<file path="src/rtl/sdh_pkg.sv">
package sdh_pkg;
  typedef enum logic [2:0] {
    PH_IDLE, PH_HDR, PH_TRN1, PH_ACK, PH_RDAT, PH_TRN2, PH_WDAT
  } phase_e;

  localparam int HDR_BITS  = 8;
  localparam int ACK_BITS  = 3;
  localparam int WORD_W    = 32;
  localparam int DATA_BITS = WORD_W + 1;
  localparam int IXW       = $clog2(DATA_BITS);

  localparam logic [2:0] ACK_OK    = 3'b001;
  localparam logic [2:0] ACK_WAIT  = 3'b010;
  localparam logic [2:0] ACK_FAULT = 3'b100;
endpackage

</file>
<file path="src/rtl/sdh_hdr.sv">
module sdh_hdr (
  input  logic       ap,
  input  logic       rd,
  input  logic [1:0] addr,
  output logic [7:0] hdr
);
  logic par;
  always_comb begin
    par = ap ^ rd ^ addr[0] ^ addr[1];
    hdr = {1'b1, 1'b0, par, addr[1], addr[0], rd, ap, 1'b1};
  end
endmodule

</file>
<file path="src/rtl/sdh_clkgen.sv">
module sdh_clkgen #(
  parameter int HALF = 2
) (
  input  logic clk,
  input  logic rst_n,
  input  logic start,
  input  logic run,
  output logic sclk,
  output logic rise_ev,
  output logic fall_ev
);
  localparam int CW = (HALF > 1) ? $clog2(HALF) : 1;
  localparam logic [CW-1:0] TOP = CW'(HALF - 1);

  logic [CW-1:0] cnt_q;
  logic          tick;

  assign tick    = run && (cnt_q == TOP);
  assign rise_ev = tick && !sclk;
  assign fall_ev = tick && sclk;

  always_ff @(posedge clk) begin
    if (!rst_n || start || !run) begin
      cnt_q <= '0;
      sclk  <= 1'b0;
    end else if (cnt_q == TOP) begin
      cnt_q <= '0;
      sclk  <= ~sclk;
    end else begin
      cnt_q <= cnt_q + 1'b1;
    end
  end

  assert_clk_parks_low_R2: assert property (@(posedge clk) disable iff (!rst_n)
    (!run) |=> !sclk);
endmodule

</file>
<file path="src/rtl/sdh_capture.sv">
module sdh_capture
  import sdh_pkg::*;
(
  input  logic              clk,
  input  logic              rst_n,
  input  logic              clear,
  input  logic              rise_ev,
  input  phase_e            phase,
  input  logic [IXW-1:0]    bidx,
  input  logic              din,
  input  logic              finish,
  input  logic              fin_rd,
  output logic [2:0]        ack,
  output logic [WORD_W-1:0] rdata,
  output logic              perr,
  output logic              proto
);
  logic [2:0]           ack_q;
  logic [DATA_BITS-1:0] rd_q;

  always_ff @(posedge clk) begin
    if (!rst_n || clear) begin
      ack_q <= '0;
      rd_q  <= '0;
      perr  <= 1'b0;
      proto <= 1'b0;
    end else begin
      if (rise_ev && phase == PH_ACK)  ack_q[bidx[1:0]] <= din;
      if (rise_ev && phase == PH_RDAT) rd_q[bidx]       <= din;
      if (finish) begin
        perr  <= fin_rd && (^rd_q);
        proto <= !(ack_q == ACK_OK || ack_q == ACK_WAIT || ack_q == ACK_FAULT);
      end
    end
  end

  assign ack   = ack_q;
  assign rdata = rd_q[WORD_W-1:0];

  assert_perr_needs_ok_R5: assert property (@(posedge clk) disable iff (!rst_n)
    perr |-> (ack == ACK_OK));
  assert_proto_excludes_perr_R8: assert property (@(posedge clk) disable iff (!rst_n)
    proto |-> !perr);
endmodule

</file>
<file path="src/rtl/sw_dbg_host.sv">
module sw_dbg_host
  import sdh_pkg::*;
#(
  parameter int CLK_HALF = 2,
  parameter int TRN_W    = 2
) (
  input  logic              clk,
  input  logic              rst_n,
  input  logic              req_valid,
  output logic              req_ready,
  input  logic              req_ap,
  input  logic              req_read,
  input  logic [1:0]        req_addr,
  input  logic [31:0]       req_wdata,
  input  logic [TRN_W-1:0]  trn_len,
  output logic              swclk,
  output logic              swdio_out,
  output logic              swdio_oe,
  input  logic              swdio_in,
  output logic              busy,
  output logic              done,
  output logic [2:0]        rsp_ack,
  output logic [31:0]       rsp_rdata,
  output logic              rsp_perr,
  output logic              rsp_proto_err
);
  localparam int BW = (TRN_W > IXW) ? TRN_W : IXW;

  phase_e               phase_q, nxt;
  logic [BW-1:0]        bcnt_q, len;
  logic [7:0]           hdr_w, hdr_q;
  logic [DATA_BITS-1:0] wword_q;
  logic [TRN_W-1:0]     trn_q, trn_eff;
  logic                 busy_q, done_q, is_rd_q;
  logic                 accept, rise_ev, fall_ev, last, finish, ack_ok;

  assign accept  = req_valid && !busy_q;
  assign trn_eff = (trn_len == '0) ? TRN_W'(1) : trn_len;
  assign ack_ok  = (rsp_ack == ACK_OK);

  sdh_hdr u_hdr (.ap(req_ap), .rd(req_read), .addr(req_addr), .hdr(hdr_w));

  sdh_clkgen #(.HALF(CLK_HALF)) u_clk (
    .clk(clk), .rst_n(rst_n), .start(accept), .run(busy_q),
    .sclk(swclk), .rise_ev(rise_ev), .fall_ev(fall_ev));

  always_comb begin
    case (phase_q)
      PH_HDR:           len = BW'(HDR_BITS - 1);
      PH_TRN1, PH_TRN2: len = BW'(trn_q) - 1'b1;
      PH_ACK:           len = BW'(ACK_BITS - 1);
      PH_RDAT, PH_WDAT: len = BW'(DATA_BITS - 1);
      default:          len = '0;
    endcase
    case (phase_q)
      PH_HDR:  nxt = PH_TRN1;
      PH_TRN1: nxt = PH_ACK;
      PH_ACK:  nxt = (ack_ok && is_rd_q) ? PH_RDAT : PH_TRN2;
      PH_RDAT: nxt = PH_TRN2;
      PH_TRN2: nxt = (ack_ok && !is_rd_q) ? PH_WDAT : PH_IDLE;
      default: nxt = PH_IDLE;
    endcase
  end

  assign last   = (bcnt_q == len);
  assign finish = fall_ev && last && (nxt == PH_IDLE);

  always_ff @(posedge clk) begin
    if (!rst_n) begin
      busy_q  <= 1'b0;
      done_q  <= 1'b0;
      phase_q <= PH_IDLE;
      bcnt_q  <= '0;
      hdr_q   <= '0;
      wword_q <= '0;
      is_rd_q <= 1'b0;
      trn_q   <= TRN_W'(1);
    end else begin
      done_q <= 1'b0;
      if (accept) begin
        busy_q  <= 1'b1;
        phase_q <= PH_HDR;
        bcnt_q  <= '0;
        hdr_q   <= hdr_w;
        wword_q <= {^req_wdata, req_wdata};
        is_rd_q <= req_read;
        trn_q   <= trn_eff;
      end else if (fall_ev) begin
        if (last) begin
          bcnt_q  <= '0;
          phase_q <= nxt;
          if (nxt == PH_IDLE) begin
            busy_q <= 1'b0;
            done_q <= 1'b1;
          end
        end else begin
          bcnt_q <= bcnt_q + 1'b1;
        end
      end
    end
  end

  sdh_capture u_cap (
    .clk(clk), .rst_n(rst_n), .clear(accept), .rise_ev(rise_ev),
    .phase(phase_q), .bidx(bcnt_q[IXW-1:0]), .din(swdio_in),
    .finish(finish), .fin_rd(is_rd_q && ack_ok),
    .ack(rsp_ack), .rdata(rsp_rdata), .perr(rsp_perr), .proto(rsp_proto_err));

  always_comb begin
    swdio_oe  = (phase_q == PH_HDR) || (phase_q == PH_WDAT);
    swdio_out = 1'b0;
    if (phase_q == PH_HDR)  swdio_out = hdr_q[bcnt_q[2:0]];
    if (phase_q == PH_WDAT) swdio_out = wword_q[bcnt_q[IXW-1:0]];
  end

  assign req_ready = !busy_q;
  assign busy      = busy_q;
  assign done      = done_q;

  assert_accept_sets_busy_R9: assert property (@(posedge clk) disable iff (!rst_n)
    (req_valid && req_ready) |=> (busy && !done));
  assert_done_single_R9: assert property (@(posedge clk) disable iff (!rst_n)
    done |=> !done);
  assert_done_ends_busy_R9: assert property (@(posedge clk) disable iff (!rst_n)
    done |-> (!busy && $past(busy)));
  assert_idle_clk_low_R2: assert property (@(posedge clk) disable iff (!rst_n)
    !busy |-> !swclk);
  assert_idle_released_R10: assert property (@(posedge clk) disable iff (!rst_n)
    !busy |-> (!swdio_oe && !swdio_out));
  assert_drive_on_fall_R2: assert property (@(posedge clk) disable iff (!rst_n)
    (busy && $past(busy) && !$fell(swclk)) |-> ($stable(swdio_out) && $stable(swdio_oe)));
  assert_start_bit_R1: assert property (@(posedge clk) disable iff (!rst_n)
    $rose(busy) |-> (swdio_oe && swdio_out && !swclk));
  assert_data_needs_ok_R7: assert property (@(posedge clk) disable iff (!rst_n)
    (phase_q == PH_RDAT || phase_q == PH_WDAT) |-> (rsp_ack == ACK_OK));
endmodule

</file>
<file path="config.mk">
export PLATFORM = sky130hd
export DESIGN_NAME = sw_dbg_host
export DESIGN_NICKNAME = d
export VERILOG_FILES = /design/src/rtl/sdh_pkg.sv /design/src/rtl/sdh_hdr.sv /design/src/rtl/sdh_clkgen.sv /design/src/rtl/sdh_capture.sv /design/src/rtl/sw_dbg_host.sv
export SDC_FILE = /design/constraint.sdc
export NUM_CORES = 1
export LEC_CHECK = 0
export ABC_AREA = 1
export BUFFER_PORTS_ARGS = -buffer_cell sky130_fd_sc_hd__buf_2
export CAP_MARGIN = 10
export CORE_MARGIN = 4
export CORE_UTILIZATION = 45
export CTS_CLUSTER_DIAMETER = 40
export DETAILED_ROUTE_END_ITERATION = 6
export GPL_TIMING_DRIVEN = 0
export HOLD_SLACK_MARGIN = 0.08
export PLACE_DENSITY_LB_ADDON = 0.1
export SLEW_MARGIN = 20
export SYNTH_ARGS = -nofsm -noshare
export SYNTH_HDL_FRONTEND = slang
export SYNTH_SLANG_ARGS = --single-unit
</file>
<file path="constraint.sdc">
create_clock -name clk -period 4.7 [get_ports clk]
set_input_delay 0.47 -clock clk [delete_from_list [all_inputs] [get_ports clk]]
set_output_delay 0.47 -clock clk [all_outputs]
set_load 0.01 [all_outputs]
</file>
==> flow_summary.html, run 1 <==
<table>
<tr><th>Metric</th><th>Value</th></tr>
<tr><th colspan="2">Run status</th></tr>
<tr><td>Status</td><td>finished, final reports clean</td></tr>
<tr><th colspan="2">STA</th></tr>
<tr><td>Hold violation total from the final report</td><td>0</td></tr>
<tr><td>Final Max Tran Viols</td><td>0</td></tr>
<tr><td>Pin slew with the least headroom to its limit</td><td>1.09 ns</td></tr>
<tr><td>Clock period minus worst slack</td><td>2.89 ns</td></tr>
<tr><td>RSZ-0062 raised after global routing</td><td>false</td></tr>
<tr><td>Final period utilization</td><td>0.615</td></tr>
<tr><td>Worst hold slack</td><td>0.339 ns</td></tr>
<tr><td>Relative slew slack</td><td>0.271</td></tr>
<tr><td>Final clock skew</td><td>0.00604 ns</td></tr>
<tr><td>Fin Setup TNS</td><td>0 ns</td></tr>
<tr><td>Final count of negative-setup-slack endpoints</td><td>0</td></tr>
<tr><td>Top achievable clock speed</td><td>0.346 GHz</td></tr>
<tr><th colspan="2">Setup path</th></tr>
<tr><td>Endpoint arrival time on the critical path</td><td>2.42 ns</td></tr>
<tr><td>Worst Path Max Fanout</td><td>7</td></tr>
<tr><td>Endpoint type of the worst setup path</td><td>primary output</td></tr>
<tr><td>WP data required</td><td>4.23 ns</td></tr>
<tr><td>Reg2reg path depth</td><td>7</td></tr>
<tr><td>Classification of the worst setup path</td><td>register to primary output</td></tr>
<tr><td>Startpoint kind of the worst setup timing path</td><td>register</td></tr>
<tr><th colspan="2">Die</th></tr>
<tr><td>Total die area</td><td>13,700 um^2</td></tr>
<tr><td>X dimension of the die</td><td>117 um</td></tr>
<tr><td>Core box area</td><td>11,600 um^2</td></tr>
<tr><td>Ports placed on the boundary</td><td>85</td></tr>
<tr><td>Floorplan row count</td><td>39</td></tr>
<tr><td>Effective utilization at floorplan</td><td>0.464</td></tr>
<tr><td>Vertical die dimension</td><td>117 um</td></tr>
<tr><th colspan="2">Layout</th></tr>
<tr><td>Antenna diode instance count</td><td>0</td></tr>
<tr><td>Number of filler instances in the final layout</td><td>1,185</td></tr>
<tr><td>Layout cell share with drive strength beyond 1</td><td>0.179</td></tr>
<tr><td>Area grow syn2layout</td><td>16.3%</td></tr>
<tr><td>Cell area after layout</td><td>6240 um^2</td></tr>
<tr><td>Non-filler instance count after layout</td><td>1,061</td></tr>
<tr><td>Final Net Count</td><td>960</td></tr>
<tr><th colspan="2">Clocking</th></tr>
<tr><td>Count of hold-fix buffers inserted at cts</td><td>0</td></tr>
<tr><td>Latest clock arrival within the worst-skew pair</td><td>0.35 ns</td></tr>
<tr><td>Count of clock tree sinks</td><td>92</td></tr>
<tr><td>Number of gates given a new drive strength after cts</td><td>0</td></tr>
<tr><td>CTS Buf Count</td><td>9</td></tr>
<tr><td>Post-CTS Repair Setup Buffers</td><td>0</td></tr>
<tr><td>H-tree depth</td><td>3</td></tr>
<tr><td>CTS tree</td><td>done</td></tr>
<tr><td>Maximum clock path buffer count</td><td>2</td></tr>
<tr><td>Root buf cell</td><td>clkbuf_16</td></tr>
<tr><td>Clock edge transition at the registers on the reported setup and hold paths</td><td>0.07 ns</td></tr>
<tr><th colspan="2">Placed design</th></tr>
<tr><td>Standard cell area after detailed placement</td><td>5970 um^2</td></tr>
<tr><td>GPL Wtd Cong</td><td>0.846</td></tr>
<tr><td>Number of buffers inserted by port buffering</td><td>83</td></tr>
<tr><td>Number of placed cells counting well taps</td><td>1,045</td></tr>
<tr><td>Detailed placer's ending HPWL</td><td>10.9 mm</td></tr>
<tr><th colspan="2">Global routing</th></tr>
<tr><td>GR Overflow Total</td><td>0</td></tr>
<tr><td>Gr usage total</td><td>0.214</td></tr>
<tr><td>First-pass GRT wire length</td><td>22.8 mm</td></tr>
<tr><td>Via count of the first global-routing pass</td><td>4,957</td></tr>
<tr><td>Initial antenna violation count</td><td>0</td></tr>
<tr><td>Maximum number of pins on one net before global-route repair</td><td>16</td></tr>
<tr><th colspan="2">Drt</th></tr>
<tr><td>First-pass iteration count of the detailed router</td><td>5</td></tr>
<tr><td>Total routed wirelength</td><td>14.1 mm</td></tr>
<tr><td>Post-detailed-route wirelength per cell</td><td>13.3 um</td></tr>
<tr><td>Average via count per standard cell</td><td>5.00</td></tr>
<tr><td>Final antenna-violating net count</td><td>0</td></tr>
<tr><td>Via count</td><td>5,302</td></tr>
<tr><td>First DRT Iteration DRCs</td><td>304</td></tr>
<tr><td>Residual DRC</td><td>0</td></tr>
<tr><th colspan="2">Pwr</th></tr>
<tr><td>Final Total Pwr</td><td>1.73 mW</td></tr>
<tr><td>Leakage power figure</td><td>2.94 nW</td></tr>
<tr><td>Peak VDD IR</td><td>0.178 mV</td></tr>
<tr><td>Pwr dens</td><td>278 nW/um^2</td></tr>
<tr><th colspan="2">Logic synthesis</th></tr>
<tr><td>Synthesized netlist cell count</td><td>819</td></tr>
<tr><td>Mean area per synthesized cell</td><td>6.56 um^2</td></tr>
<tr><td>Number of different library cells in the post-synthesis netlist</td><td>39</td></tr>
<tr><td>Post-Syn Area</td><td>5370 um^2</td></tr>
<tr><td>Synth Register Bits</td><td>92</td></tr>
<tr><td>Share of synthesized area occupied by flip-flops and latches</td><td>0.343</td></tr>
<tr><td>Syn_nets</td><td>866</td></tr>
<tr><td>Synth Warn #</td><td>0</td></tr>
<tr><th colspan="2">Min path</th></tr>
<tr><td>Class of the tightest hold or removal check</td><td>input pin to register</td></tr>
<tr><td>Number of stages on the worst hold path</td><td>3</td></tr>
<tr><th colspan="2">Flow run</th></tr>
<tr><td>MaxCap Viol Count</td><td>0</td></tr>
</table>
[layout by cell type, fill, tap and decap left out, types with 11 or more instances in the layout]
| cell | count |
|---|---|
| nand2_1 | 288 |
| inv_1 | 99 |
| dfxtp_1 | 92 |
| buf_2 | 89 |
| o21ai_0 | 65 |
| a21oi_1 | 45 |
| nor2_1 | 34 |
| buf_4 | 32 |
| nand3_1 | 29 |
| xnor2_1 | 26 |
| o22ai_1 | 13 |
| clkbuf_1 | 13 |
| a22o_1 | 11 |
[report_power, final]
| group | internal (mW) | switching [mW] | leakage, nW | total [mW] |
|---|---|---|---|---|
| clock network | 0.371 | 0.320 | 0.127 | 0.691 |
| logic | 0.0860 | 0.135 | 2.07 | 0.221 |
| registers | 0.809 | 0.0127 | 0.748 | 0.822 |
| total | 1.27 | 0.468 | 2.94 | 1.73 |
[state kept, by name (all words and copies together), names as in the netlist]
signal       count
u_cap.perr       1
u_clk.cnt_q      1
wword_q         33
phase_q          3
u_cap.rd_q      33
u_cap.ack        3
busy             1
u_clk.sclk       1
hdr_q            6
u_cap.proto      1
trn_q            2
done             1
bcnt_q           6
[layout make-up]
class / instances / area, um^2 / share of cell area
Clock inverter: 6 / 40.0 / 0.00641
Clock buffer: 10 / 239 / 0.0383
Buffer: 52 / 323 / 0.0517
Timing Repair Buffer: 83 / 415 / 0.0665
Tap cell: 143 / 179 / 0.0287
Sequential cell: 92 / 1840 / 0.295
Multi-Input combinational cell: 568 / 2810 / 0.449
Inverter: 107 / 402 / 0.0643
[worst max-delay path: stages, from the launching register on]
cell and delay [ns]:
dfxtp_1 0.36, buf_2 0.19, inv_1 0.15, nand3_1 0.30
inv_1 0.14, nand2_1 0.08, nand4_1 0.09, o31ai_1 0.22
nand3_1 0.15, o21ai_1 0.17, nand2_1 0.07, buf_2 0.15
[kinds of logic after synthesis]
kind of cell               Yosys count  synth area share
xor gates and xnor gates            33            0.0538
AOI/OAI and AO/OA                  153             0.163
DFF                                 92             0.343
adders and majority gates            5            0.0116
buffers and inverters              159             0.135
and+or+nand+nor                    377             0.294
[cell usage after synthesis, drive strengths merged]
cell	instances	area, um^2
clkbuf	13	48.8
nor2	40	189
inv	107	402
a22oi	1	7.51
nor3b	2	15.0
buf	39	274
ha	5	62.6
nor3	6	30.0
o22ai	13	81.3
nand2	293	1120
nor4	2	18.8
o31ai	2	15.0
a211oi	2	15.0
nand3	31	173
o21ai	70	354
xor2	7	61.3
nand4	3	33.8
o41ai	1	8.76
a22o	11	96.3
o311a	4	40.0
xnor2	26	228
dfxtp	92	1840
a21oi	48	252
o211ai	1	7.51
[worst paths after layout]
kind	endpoint	from	slack, ns
setup / recovery	swdio_out	bcnt_q[1]	1.81
hold / removal	hdr_q[1]	req_ap	0.34
setup reg to reg	u_cap.rd_q[3]	phase_q[2]	2.58
hold reg to reg	u_clk.cnt_q	u_clk.cnt_q	0.45
[metrics by stage]
step	setup WS, ns	utilization
2_1_floorplan	2.79	-
3_3_place_gp	2.23	0.516
3_5_place_dp	2.25	0.516
4_1_cts	1.84	0.540
5_1_grt	1.63	0.540
6_report	1.81	0.540
[metal layers]
metal | wire [um] | vias to the layer above | GRT usage
met5 | 0 | - | 0
li1 | - | 2756 | -
met3 | 724 | 23 | 0.0432
met2 | 6760 | 130 | 0.373
met4 | 265 | 0 | 0.0742
met1 | 6340 | 2393 | 0.262
Note: power is estimated with default switching activity, not from simulation.
==> inputs of run 2 (changes only) <==
--- a/config.mk
+++ b/config.mk
@@ -5,7 +5,7 @@
 export SDC_FILE = /design/constraint.sdc
 export NUM_CORES = 1
 export LEC_CHECK = 0
-export ABC_AREA = 1
+export ABC_AREA = 0
 export BUFFER_PORTS_ARGS = -buffer_cell sky130_fd_sc_hd__buf_2
 export CAP_MARGIN = 10
 export CORE_MARGIN = 4
==> constraint.sdc (replaced) <==
create_clock -name clk -period 2.95 [get_ports clk]
set_input_delay 0.295 -clock clk [delete_from_list [all_inputs] [get_ports clk]]
set_output_delay 0.295 -clock clk [all_outputs]
set_load 0.01 [all_outputs]
==> flow_summary.html, run 2 <==
<table>
<tr><th>Metric</th><th>Value</th></tr>
<tr><th colspan="2">Layout</th></tr>
<tr><td>Largest registers</td><td>u_cap.rd_q x33, wword_q x33</td></tr>
<tr><td>Most common cell after layout, fill and taps aside</td><td>nand2_1</td></tr>
<tr><td>Cell area after layout</td><td>6090 um^2 (-2.5%)</td></tr>
<tr><td>Most used cells in the layout excluding fill and tap cells</td><td>nand2_1 (122), dfxtp_1 (91), buf_2 (88)</td></tr>
<tr><td>Antenna diode instance count</td><td>0 (unchanged)</td></tr>
<tr><td>Number of filler instances in the final layout</td><td>1,087 (-8.3%)</td></tr>
<tr><td>Final Util</td><td>0.549 (+0.00949)</td></tr>
<tr><td>Area grow syn2layout</td><td>17.2%</td></tr>
<tr><td>Layout cell share with drive strength beyond 1</td><td>0.225 (+0.0465)</td></tr>
<tr><td>Final Net Count</td><td>776 (-19%)</td></tr>
<tr><th colspan="2">Placed design</th></tr>
<tr><td>Standard cell area after detailed placement</td><td>5780 um^2 (-3.0%)</td></tr>
<tr><td>Number of buffers inserted by port buffering</td><td>83 (unchanged)</td></tr>
<tr><td>GPL Wtd Cong</td><td>0.814 (-3.7%)</td></tr>
<tr><td>Detailed placer's ending HPWL</td><td>10.0 mm (-8.0%)</td></tr>
<tr><th colspan="2">Global routing</th></tr>
<tr><td>Global routing met3 resource utilization</td><td>0.0251 (-0.0181)</td></tr>
<tr><td>Via count of the first global-routing pass</td><td>4,334 (-13%)</td></tr>
<tr><td>GR Overflow Total</td><td>0 (unchanged)</td></tr>
<tr><td>Met2 layer usage reported by global route</td><td>0.334 (-0.0388)</td></tr>
<tr><td>GR Layer Usage met1</td><td>0.277 (+0.0157)</td></tr>
<tr><td>First-pass GRT wire length</td><td>21.4 mm (-6.1%)</td></tr>
<tr><td>Most heavily used metal layer in global routing</td><td>met2</td></tr>
<tr><td>Gr usage total</td><td>0.201 (-0.0132)</td></tr>
<tr><td>Initial antenna violation count</td><td>0 (unchanged)</td></tr>
<tr><td>Maximum number of pins on one net before global-route repair</td><td>15 (-1)</td></tr>
<tr><th colspan="2">Clocking</th></tr>
<tr><td>Post-CTS Repair Setup Buffers</td><td>0 (unchanged)</td></tr>
<tr><td>CTS Buf Count</td><td>9 (unchanged)</td></tr>
<tr><td>Count of clock tree sinks</td><td>92 (unchanged)</td></tr>
<tr><td>Count of hold-fix buffers inserted at cts</td><td>0 (unchanged)</td></tr>
<tr><td>Clock edge transition at the registers on the reported setup and hold paths</td><td>0.06 ns (about the same)</td></tr>
<tr><td>Maximum clock path buffer count</td><td>2 (unchanged)</td></tr>
<tr><td>Root buf cell</td><td>clkbuf_16</td></tr>
<tr><td>CTS tree</td><td>done</td></tr>
<tr><td>H-tree depth</td><td>3 (unchanged)</td></tr>
<tr><td>Latest clock arrival within the worst-skew pair</td><td>0.33 ns (-0.02 ns)</td></tr>
<tr><th colspan="2">Pwr</th></tr>
<tr><td>Leakage power figure</td><td>2.52 nW (-14%)</td></tr>
<tr><td>Peak VDD IR</td><td>0.297 mV (+67%)</td></tr>
<tr><td>Pwr dens</td><td>469 nW/um^2 (+69%)</td></tr>
<tr><td>Final Total Pwr</td><td>2.85 mW (+65%)</td></tr>
<tr><th colspan="2">Drt</th></tr>
<tr><td>Average via count per standard cell</td><td>5.21 (+4.3%)</td></tr>
<tr><td>Via count</td><td>4,548 (-14%)</td></tr>
<tr><td>Post-detailed-route wirelength per cell</td><td>15.1 um (+13%)</td></tr>
<tr><td>Final antenna-violating net count</td><td>0 (unchanged)</td></tr>
<tr><td>First-pass iteration count of the detailed router</td><td>7 (+2)</td></tr>
<tr><td>First DRT Iteration DRCs</td><td>303 (-0.33%)</td></tr>
<tr><td>Total routed wirelength</td><td>13.1 mm (-6.7%)</td></tr>
<tr><td>Residual DRC</td><td>0 (unchanged)</td></tr>
<tr><th colspan="2">Run status</th></tr>
<tr><td>Status</td><td>finished, final reports clean</td></tr>
<tr><th colspan="2">STA</th></tr>
<tr><td>Top achievable clock speed</td><td>0.367 GHz</td></tr>
<tr><td>Final period utilization</td><td>0.925</td></tr>
<tr><td>Fin Setup TNS</td><td>0 ns (unchanged)</td></tr>
<tr><td>Worst hold slack</td><td>0.168 ns (-0.171 ns)</td></tr>
<tr><td>Hold violation total from the final report</td><td>0 (unchanged)</td></tr>
<tr><td>Final Max Tran Viols</td><td>0 (unchanged)</td></tr>
<tr><td>Pin slew with the least headroom to its limit</td><td>0.998 ns (-0.0879 ns)</td></tr>
<tr><td>Final count of negative-setup-slack endpoints</td><td>0 (unchanged)</td></tr>
<tr><td>Final clock skew</td><td>0.00918 ns (+0.00313 ns)</td></tr>
<tr><td>RSZ-0062 raised after global routing</td><td>false</td></tr>
<tr><td>Clock period minus worst slack</td><td>2.73 ns</td></tr>
<tr><td>Relative slew slack</td><td>0.333 (+0.0627)</td></tr>
<tr><th colspan="2">Logic synthesis</th></tr>
<tr><td>Biggest area consumer among synthesized cells</td><td>dfxtp_1</td></tr>
<tr><td>Synth Warn #</td><td>0 (unchanged)</td></tr>
<tr><td>Synth top area share</td><td>0.355 (+0.0117)</td></tr>
<tr><td>Synth Register Bits</td><td>92 (unchanged)</td></tr>
<tr><td>Share of synthesized area occupied by flip-flops and latches</td><td>0.355 (+0.0117)</td></tr>
<tr><td>EDFF count, synth</td><td>0 (unchanged)</td></tr>
<tr><td>Mean area per synthesized cell</td><td>8.17 um^2 (+25%)</td></tr>
<tr><td>Number of different library cells in the post-synthesis netlist</td><td>62 (+59%)</td></tr>
<tr><td>Top cells by count, synth</td><td>nand2_1 (122), dfxtp_1 (92), a21oi_1 (66), xnor2_1 (56), nor2_1 (45)</td></tr>
<tr><td>Async set-or-reset flop fraction in the synthesized netlist</td><td>0 (unchanged)</td></tr>
<tr><td>Most repeated cell in the gate-level netlist after synthesis</td><td>nand2_1</td></tr>
<tr><td>Syn_nets</td><td>683 (-21%)</td></tr>
<tr><td>Post-synth top flop</td><td>dfxtp_1</td></tr>
<tr><td>Post-Syn Area</td><td>5190 um^2 (-3.3%)</td></tr>
<tr><td>Top area cells in the synthesized netlist</td><td>dfxtp_1 (35%), xnor2_1 (9.4%), nand2_1 (8.8%)</td></tr>
<tr><td>Synthesized netlist cell count</td><td>636 (-22%)</td></tr>
<tr><th colspan="2">Die</th></tr>
<tr><td>Ports placed on the boundary</td><td>85 (unchanged)</td></tr>
<tr><td>Core box area</td><td>11,100 um^2 (-4.2%)</td></tr>
<tr><td>X dimension of the die</td><td>115 um (-1.6%)</td></tr>
<tr><td>Floorplan row count</td><td>38 (-2.6%)</td></tr>
<tr><td>Total die area</td><td>13,300 um^2 (-3.1%)</td></tr>
<tr><td>Vertical die dimension</td><td>115 um (-1.6%)</td></tr>
<tr><td>Effective utilization at floorplan</td><td>0.469 (+0.00437)</td></tr>
<tr><th colspan="2">Flow run</th></tr>
<tr><td>MaxCap Viol Count</td><td>0 (unchanged)</td></tr>
<tr><th colspan="2">Setup path</th></tr>
<tr><td>Endpoint arrival time on the critical path</td><td>2.43 ns (about the same)</td></tr>
<tr><td>Launch point of the worst reg-to-reg path</td><td>phase_q[0]</td></tr>
<tr><td>Register-to-register path setup slack</td><td>0.61 ns (-1.97 ns)</td></tr>
<tr><td>CP Launch Point</td><td>bcnt_q[5]</td></tr>
<tr><td>WP data required</td><td>2.65 ns (-1.58 ns)</td></tr>
<tr><td>Chain of cells forming the critical path</td><td>clkbuf_1, nor3b_1, a21oi_1, o32ai_1, buf_2</td></tr>
<tr><td>Stage delay of the slowest cell on the critical path</td><td>0.86 ns (+0.50 ns)</td></tr>
<tr><td>Classification of the worst setup path</td><td>register to primary output</td></tr>
<tr><td>Worst Path Max Fanout</td><td>10 (+3)</td></tr>
<tr><td>Startpoint kind of the worst setup timing path</td><td>register</td></tr>
<tr><td>CP max stage cell</td><td>nor3b_1</td></tr>
<tr><td>Endpoint type of the worst setup path</td><td>primary output</td></tr>
<tr><th colspan="2">Min path</th></tr>
<tr><td>Launch point of the worst hold path</td><td>rst_n</td></tr>
<tr><td>Class of the tightest hold or removal check</td><td>input pin to register</td></tr>
</table>
==> run 2: cell types whose count changed in the layout (fill, tap and decap cells not counted), moves of 12 or more <==
cell,change
xnor2_1,+30
nand2_1,-166
o21ai_0,-41
nand3_1,-18
a21oi_1,+21
inv_1,-95
o22ai_1,-12
mux2i_1,+27
clkbuf_1,+12
==> run 2: final timing paths <==
check / cells after the start / to
worst min-delay path: 2 / trn_q[0]
worst max register to register: 8 / u_cap.rd_q[3]
worst min register to register: 2 / wword_q[1]
worst max-delay path: 5 / swdio_out
==> run 2: cell families (layout without fill, tap and decap cells) <==
logic type	Yosys count	count (layout)	synth area share
AND/OR/NAND/NOR	233	233	0.207
AO/OA/AOI/OAI	120	120	0.136
flip-flops	92	92	0.355
buffers and inverters	82	179	0.0915
XOR/XNOR	70	70	0.121
multiplexers	34	34	0.0781
adder cells (fa/ha/maj)	5	5	0.0120
==> run 2: through the flow <==
step                      worst slack, ns  std cells
after floorplan                     0.986        636
after global placement              0.337        859
after detailed placement            0.311        859
after CTS                          0.0434        873
after global routing               0.0369        873
final                               0.222        873
==> run 2: worst max-delay path: cells and delay by family, from the launching register on <==
kind	cells	cell delay [ns]
simple gates	1	0.86
buf+inv	2	0.48
flops	1	0.41
compound gates	2	0.34
==> run 2: metal layers <==
metal / wire length (um) / vias to the layer above / share of wire
met4: 133 / 0 / 0.010
met5: 0 / - / 0
li1: - / 2299 / -
met1: 6280 / 2146 / 0.48
met3: 603 / 10 / 0.046
met2: 6130 / 93 / 0.47
==> run 2: layout make-up <==
type / count / area [um^2] / area share
clock buffer: 12 / 256 / 0.0421
multi-input combinational: 462 / 2880 / 0.473
tap: 140 / 175 / 0.0288
buffer: 74 / 448 / 0.0736
inverter: 7 / 26.3 / 0.00432
sequential: 92 / 1840 / 0.303
timing repair buffer: 83 / 415 / 0.0682
clock inverter: 3 / 46.3 / 0.00761
==> run 2: what timing repair did <==
item	in CTS	in global routing
pin swaps	0	0
setup endpoints to repair	1	1
resized for setup	0	5
cloned	0	0
==> run 2: power breakdown <==
group / internal, mW / leakage [nW] / switching (mW)
clock: 0.701 / 0.145 / 0.482
sequential: 1.28 / 0.749 / 0.0248
combinational: 0.161 / 1.62 / 0.202
==> inputs of run 3 (changes only) <==
--- a/config.mk
+++ b/config.mk
@@ -8,7 +8,7 @@
 export ABC_AREA = 0
 export BUFFER_PORTS_ARGS = -buffer_cell sky130_fd_sc_hd__buf_2
 export CAP_MARGIN = 10
-export CORE_MARGIN = 4
+export CORE_MARGIN = 3
 export CORE_UTILIZATION = 45
 export CTS_CLUSTER_DIAMETER = 40
 export DETAILED_ROUTE_END_ITERATION = 6
==> flow_summary.html, run 3 (synthesis gave the netlist of run 2 again) <==
<table>
<tr><th>Metric</th><th>Value</th></tr>
<tr><th colspan="2">Run status</th></tr>
<tr><td>Status</td><td>finished, final reports clean</td></tr>
<tr><th colspan="2">Drt</th></tr>
<tr><td>First DRT Iteration DRCs</td><td>290 (-4.3%)</td></tr>
<tr><td>Residual DRC</td><td>0 (unchanged)</td></tr>
<tr><td>Post-detailed-route wirelength per cell</td><td>15.0 um (-0.14%)</td></tr>
<tr><td>Total routed wirelength</td><td>13.1 mm (-0.25%)</td></tr>
<tr><td>Average via count per standard cell</td><td>5.26 (+1.0%)</td></tr>
<tr><td>First-pass iteration count of the detailed router</td><td>5 (-2)</td></tr>
<tr><td>Via count</td><td>4,588 (+0.88%)</td></tr>
<tr><td>Final antenna-violating net count</td><td>0 (unchanged)</td></tr>
<tr><th colspan="2">Die</th></tr>
<tr><td>Ports placed on the boundary</td><td>85 (unchanged)</td></tr>
<tr><td>Floorplan row count</td><td>38 (unchanged)</td></tr>
<tr><td>Total die area</td><td>12,900 um^2 (-3.4%)</td></tr>
<tr><td>Vertical die dimension</td><td>113 um (-1.7%)</td></tr>
<tr><td>Core box area</td><td>11,100 um^2 (unchanged)</td></tr>
<tr><td>X dimension of the die</td><td>113 um (-1.7%)</td></tr>
<tr><td>Effective utilization at floorplan</td><td>0.469 (unchanged)</td></tr>
<tr><th colspan="2">Clocking</th></tr>
<tr><td>Post-CTS Repair Setup Buffers</td><td>0 (unchanged)</td></tr>
<tr><td>Root buf cell</td><td>clkbuf_16</td></tr>
<tr><td>CTS Buf Count</td><td>9 (unchanged)</td></tr>
<tr><td>Maximum clock path buffer count</td><td>2 (unchanged)</td></tr>
<tr><td>CTS tree</td><td>done</td></tr>
<tr><td>Count of clock tree sinks</td><td>92 (unchanged)</td></tr>
<tr><td>Latest clock arrival within the worst-skew pair</td><td>0.34 ns (about the same)</td></tr>
<tr><td>H-tree depth</td><td>3 (unchanged)</td></tr>
<tr><td>Clock edge transition at the registers on the reported setup and hold paths</td><td>0.06 ns (about the same)</td></tr>
<tr><th colspan="2">Global routing</th></tr>
<tr><td>Maximum number of pins on one net before global-route repair</td><td>14 (-1)</td></tr>
<tr><td>Initial antenna violation count</td><td>0 (unchanged)</td></tr>
<tr><td>First-pass GRT wire length</td><td>21.3 mm (-0.23%)</td></tr>
<tr><td>GR Overflow Total</td><td>0 (unchanged)</td></tr>
<tr><td>Gr usage total</td><td>0.207 (+0.00590)</td></tr>
<tr><td>Via count of the first global-routing pass</td><td>4,336 (+0.046%)</td></tr>
<tr><th colspan="2">Layout</th></tr>
<tr><td>Most common cell after layout, fill and taps aside</td><td>nand2_1</td></tr>
<tr><td>Largest registers</td><td>u_cap.rd_q x33, wword_q x33</td></tr>
<tr><td>Layout cell share with drive strength beyond 1</td><td>0.223 (-0.00242)</td></tr>
<tr><td>Most used cells in the layout excluding fill and tap cells</td><td>nand2_1 (122), dfxtp_1 (91), buf_2 (88)</td></tr>
<tr><td>Final Net Count</td><td>776 (unchanged)</td></tr>
<tr><td>Final Util</td><td>0.548 (-0.00113)</td></tr>
<tr><td>Antenna diode instance count</td><td>0 (unchanged)</td></tr>
<tr><td>Area grow syn2layout</td><td>17.0%</td></tr>
<tr><td>Number of filler instances in the final layout</td><td>1,123 (+3.3%)</td></tr>
<tr><th colspan="2">Setup path</th></tr>
<tr><td>WP data required</td><td>2.65 ns (about the same)</td></tr>
<tr><td>Endpoint type of the worst setup path</td><td>primary output</td></tr>
<tr><td>Endpoint arrival time on the critical path</td><td>2.51 ns (+0.08 ns)</td></tr>
<tr><td>Worst Path Max Fanout</td><td>10 (unchanged)</td></tr>
<tr><td>Startpoint kind of the worst setup timing path</td><td>register</td></tr>
<tr><td>Classification of the worst setup path</td><td>register to primary output</td></tr>
<tr><th colspan="2">STA</th></tr>
<tr><td>Pin slew with the least headroom to its limit</td><td>1.06 ns (+0.0634 ns)</td></tr>
<tr><td>Top achievable clock speed</td><td>0.356 GHz (-2.8%)</td></tr>
<tr><td>RSZ-0062 raised after global routing</td><td>false</td></tr>
<tr><td>Final Max Tran Viols</td><td>0 (unchanged)</td></tr>
<tr><td>Final count of negative-setup-slack endpoints</td><td>0 (unchanged)</td></tr>
<tr><td>Hold violation total from the final report</td><td>0 (unchanged)</td></tr>
<tr><td>Final period utilization</td><td>0.952 (+0.0267)</td></tr>
<tr><td>Fin Setup TNS</td><td>0 ns (unchanged)</td></tr>
<tr><td>Relative slew slack</td><td>0.291 (-0.0424)</td></tr>
<tr><td>Clock period minus worst slack</td><td>2.81 ns (+0.0789 ns)</td></tr>
<tr><td>Final clock skew</td><td>0.00882 ns (-0.000353 ns)</td></tr>
<tr><th colspan="2">Pwr</th></tr>
<tr><td>Leakage power figure</td><td>2.51 nW (-0.15%)</td></tr>
<tr><td>Final Total Pwr</td><td>2.82 mW (-1.1%)</td></tr>
<tr><td>Peak VDD IR</td><td>0.267 mV (-9.9%)</td></tr>
<tr><td>Pwr dens</td><td>465 nW/um^2 (-0.88%)</td></tr>
<tr><th colspan="2">Placed design</th></tr>
<tr><td>Detailed placer's ending HPWL</td><td>10.0 mm (about the same)</td></tr>
<tr><td>Number of buffers inserted by port buffering</td><td>83 (unchanged)</td></tr>
<tr><td>GPL Wtd Cong</td><td>0.815 (+0.12%)</td></tr>
<tr><th colspan="2">Flow run</th></tr>
<tr><td>MaxCap Viol Count</td><td>0 (unchanged)</td></tr>
<tr><th colspan="2">Min path</th></tr>
<tr><td>Class of the tightest hold or removal check</td><td>input pin to register</td></tr>
</table>
-- run 3: cell types whose count changed in the layout (fill, tap and decap cells not counted), sizes merged --
cell      delta
clkinvlp     -1
-- run 3: critical path: stages (launching register included) --
cell	delay [ns]
dfxtp_1	0.32
buf_2	0.20
nor2_1	0.48
nand2_1	0.11
a21boi_0	0.21
a211oi_1	0.10
o221ai_1	0.26
a21oi_1	0.07
o32ai_1	0.21
buf_2	0.20
-- run 3: per-layer routing --
metal  wire length, um  global-route usage  up-vias
met5                 0                   0        -
met4               176              0.0561        0
met3               464              0.0329       16
met2              6110               0.336       90
met1              6360               0.286     2182
li1                  -                   -     2300
-- run 3: final timing paths --
path                                  endpoint  cells past startpoint  slack [ns]  startpoint
worst max-delay path                 swdio_out                      9        0.14   bcnt_q[0]
worst min-delay path                  trn_q[0]                      2        0.16       rst_n
worst max register to register  u_cap.rd_q[18]                      8        0.51  phase_q[0]
worst min register to register      wword_q[0]                      2        0.45  wword_q[0]
-- run 3: what timing repair did --
item	4_1_cts	5_1_grt
gates cloned	0	0
endpoints found under the setup margin	1	1
resized for setup	0	3
hold buffers	0	0
-- run 3: area by class of cell --
class / instances / area (um^2) / share of cell area
repair buffers: 83 / 415 / 0.0684
multi-input cells: 462 / 2880 / 0.474
flip-flops and latches: 92 / 1840 / 0.303
well taps: 140 / 175 / 0.0288
inverters: 7 / 26.3 / 0.00433
clock buffers: 12 / 256 / 0.0422
clock inverters: 2 / 35.0 / 0.00577
plain buffers: 74 / 447 / 0.0735
-- run 3: where the power goes --
part           internal (mW)  switching, mW
combinational          0.161          0.204
sequential              1.28         0.0246
clock                  0.692          0.457
-- run 3: through the flow --
step,cells,area [um^2],hold WS [ns],setup slack (ns)
after floorplan,636,5190,0.357,0.986
after global placement,859,5780,0.441,0.335
after detailed placement,859,5780,0.447,0.327
after CTS,872,6070,0.162,0.0195
after global routing,872,6070,0.182,0.0000187
final,872,6070,0.162,0.143
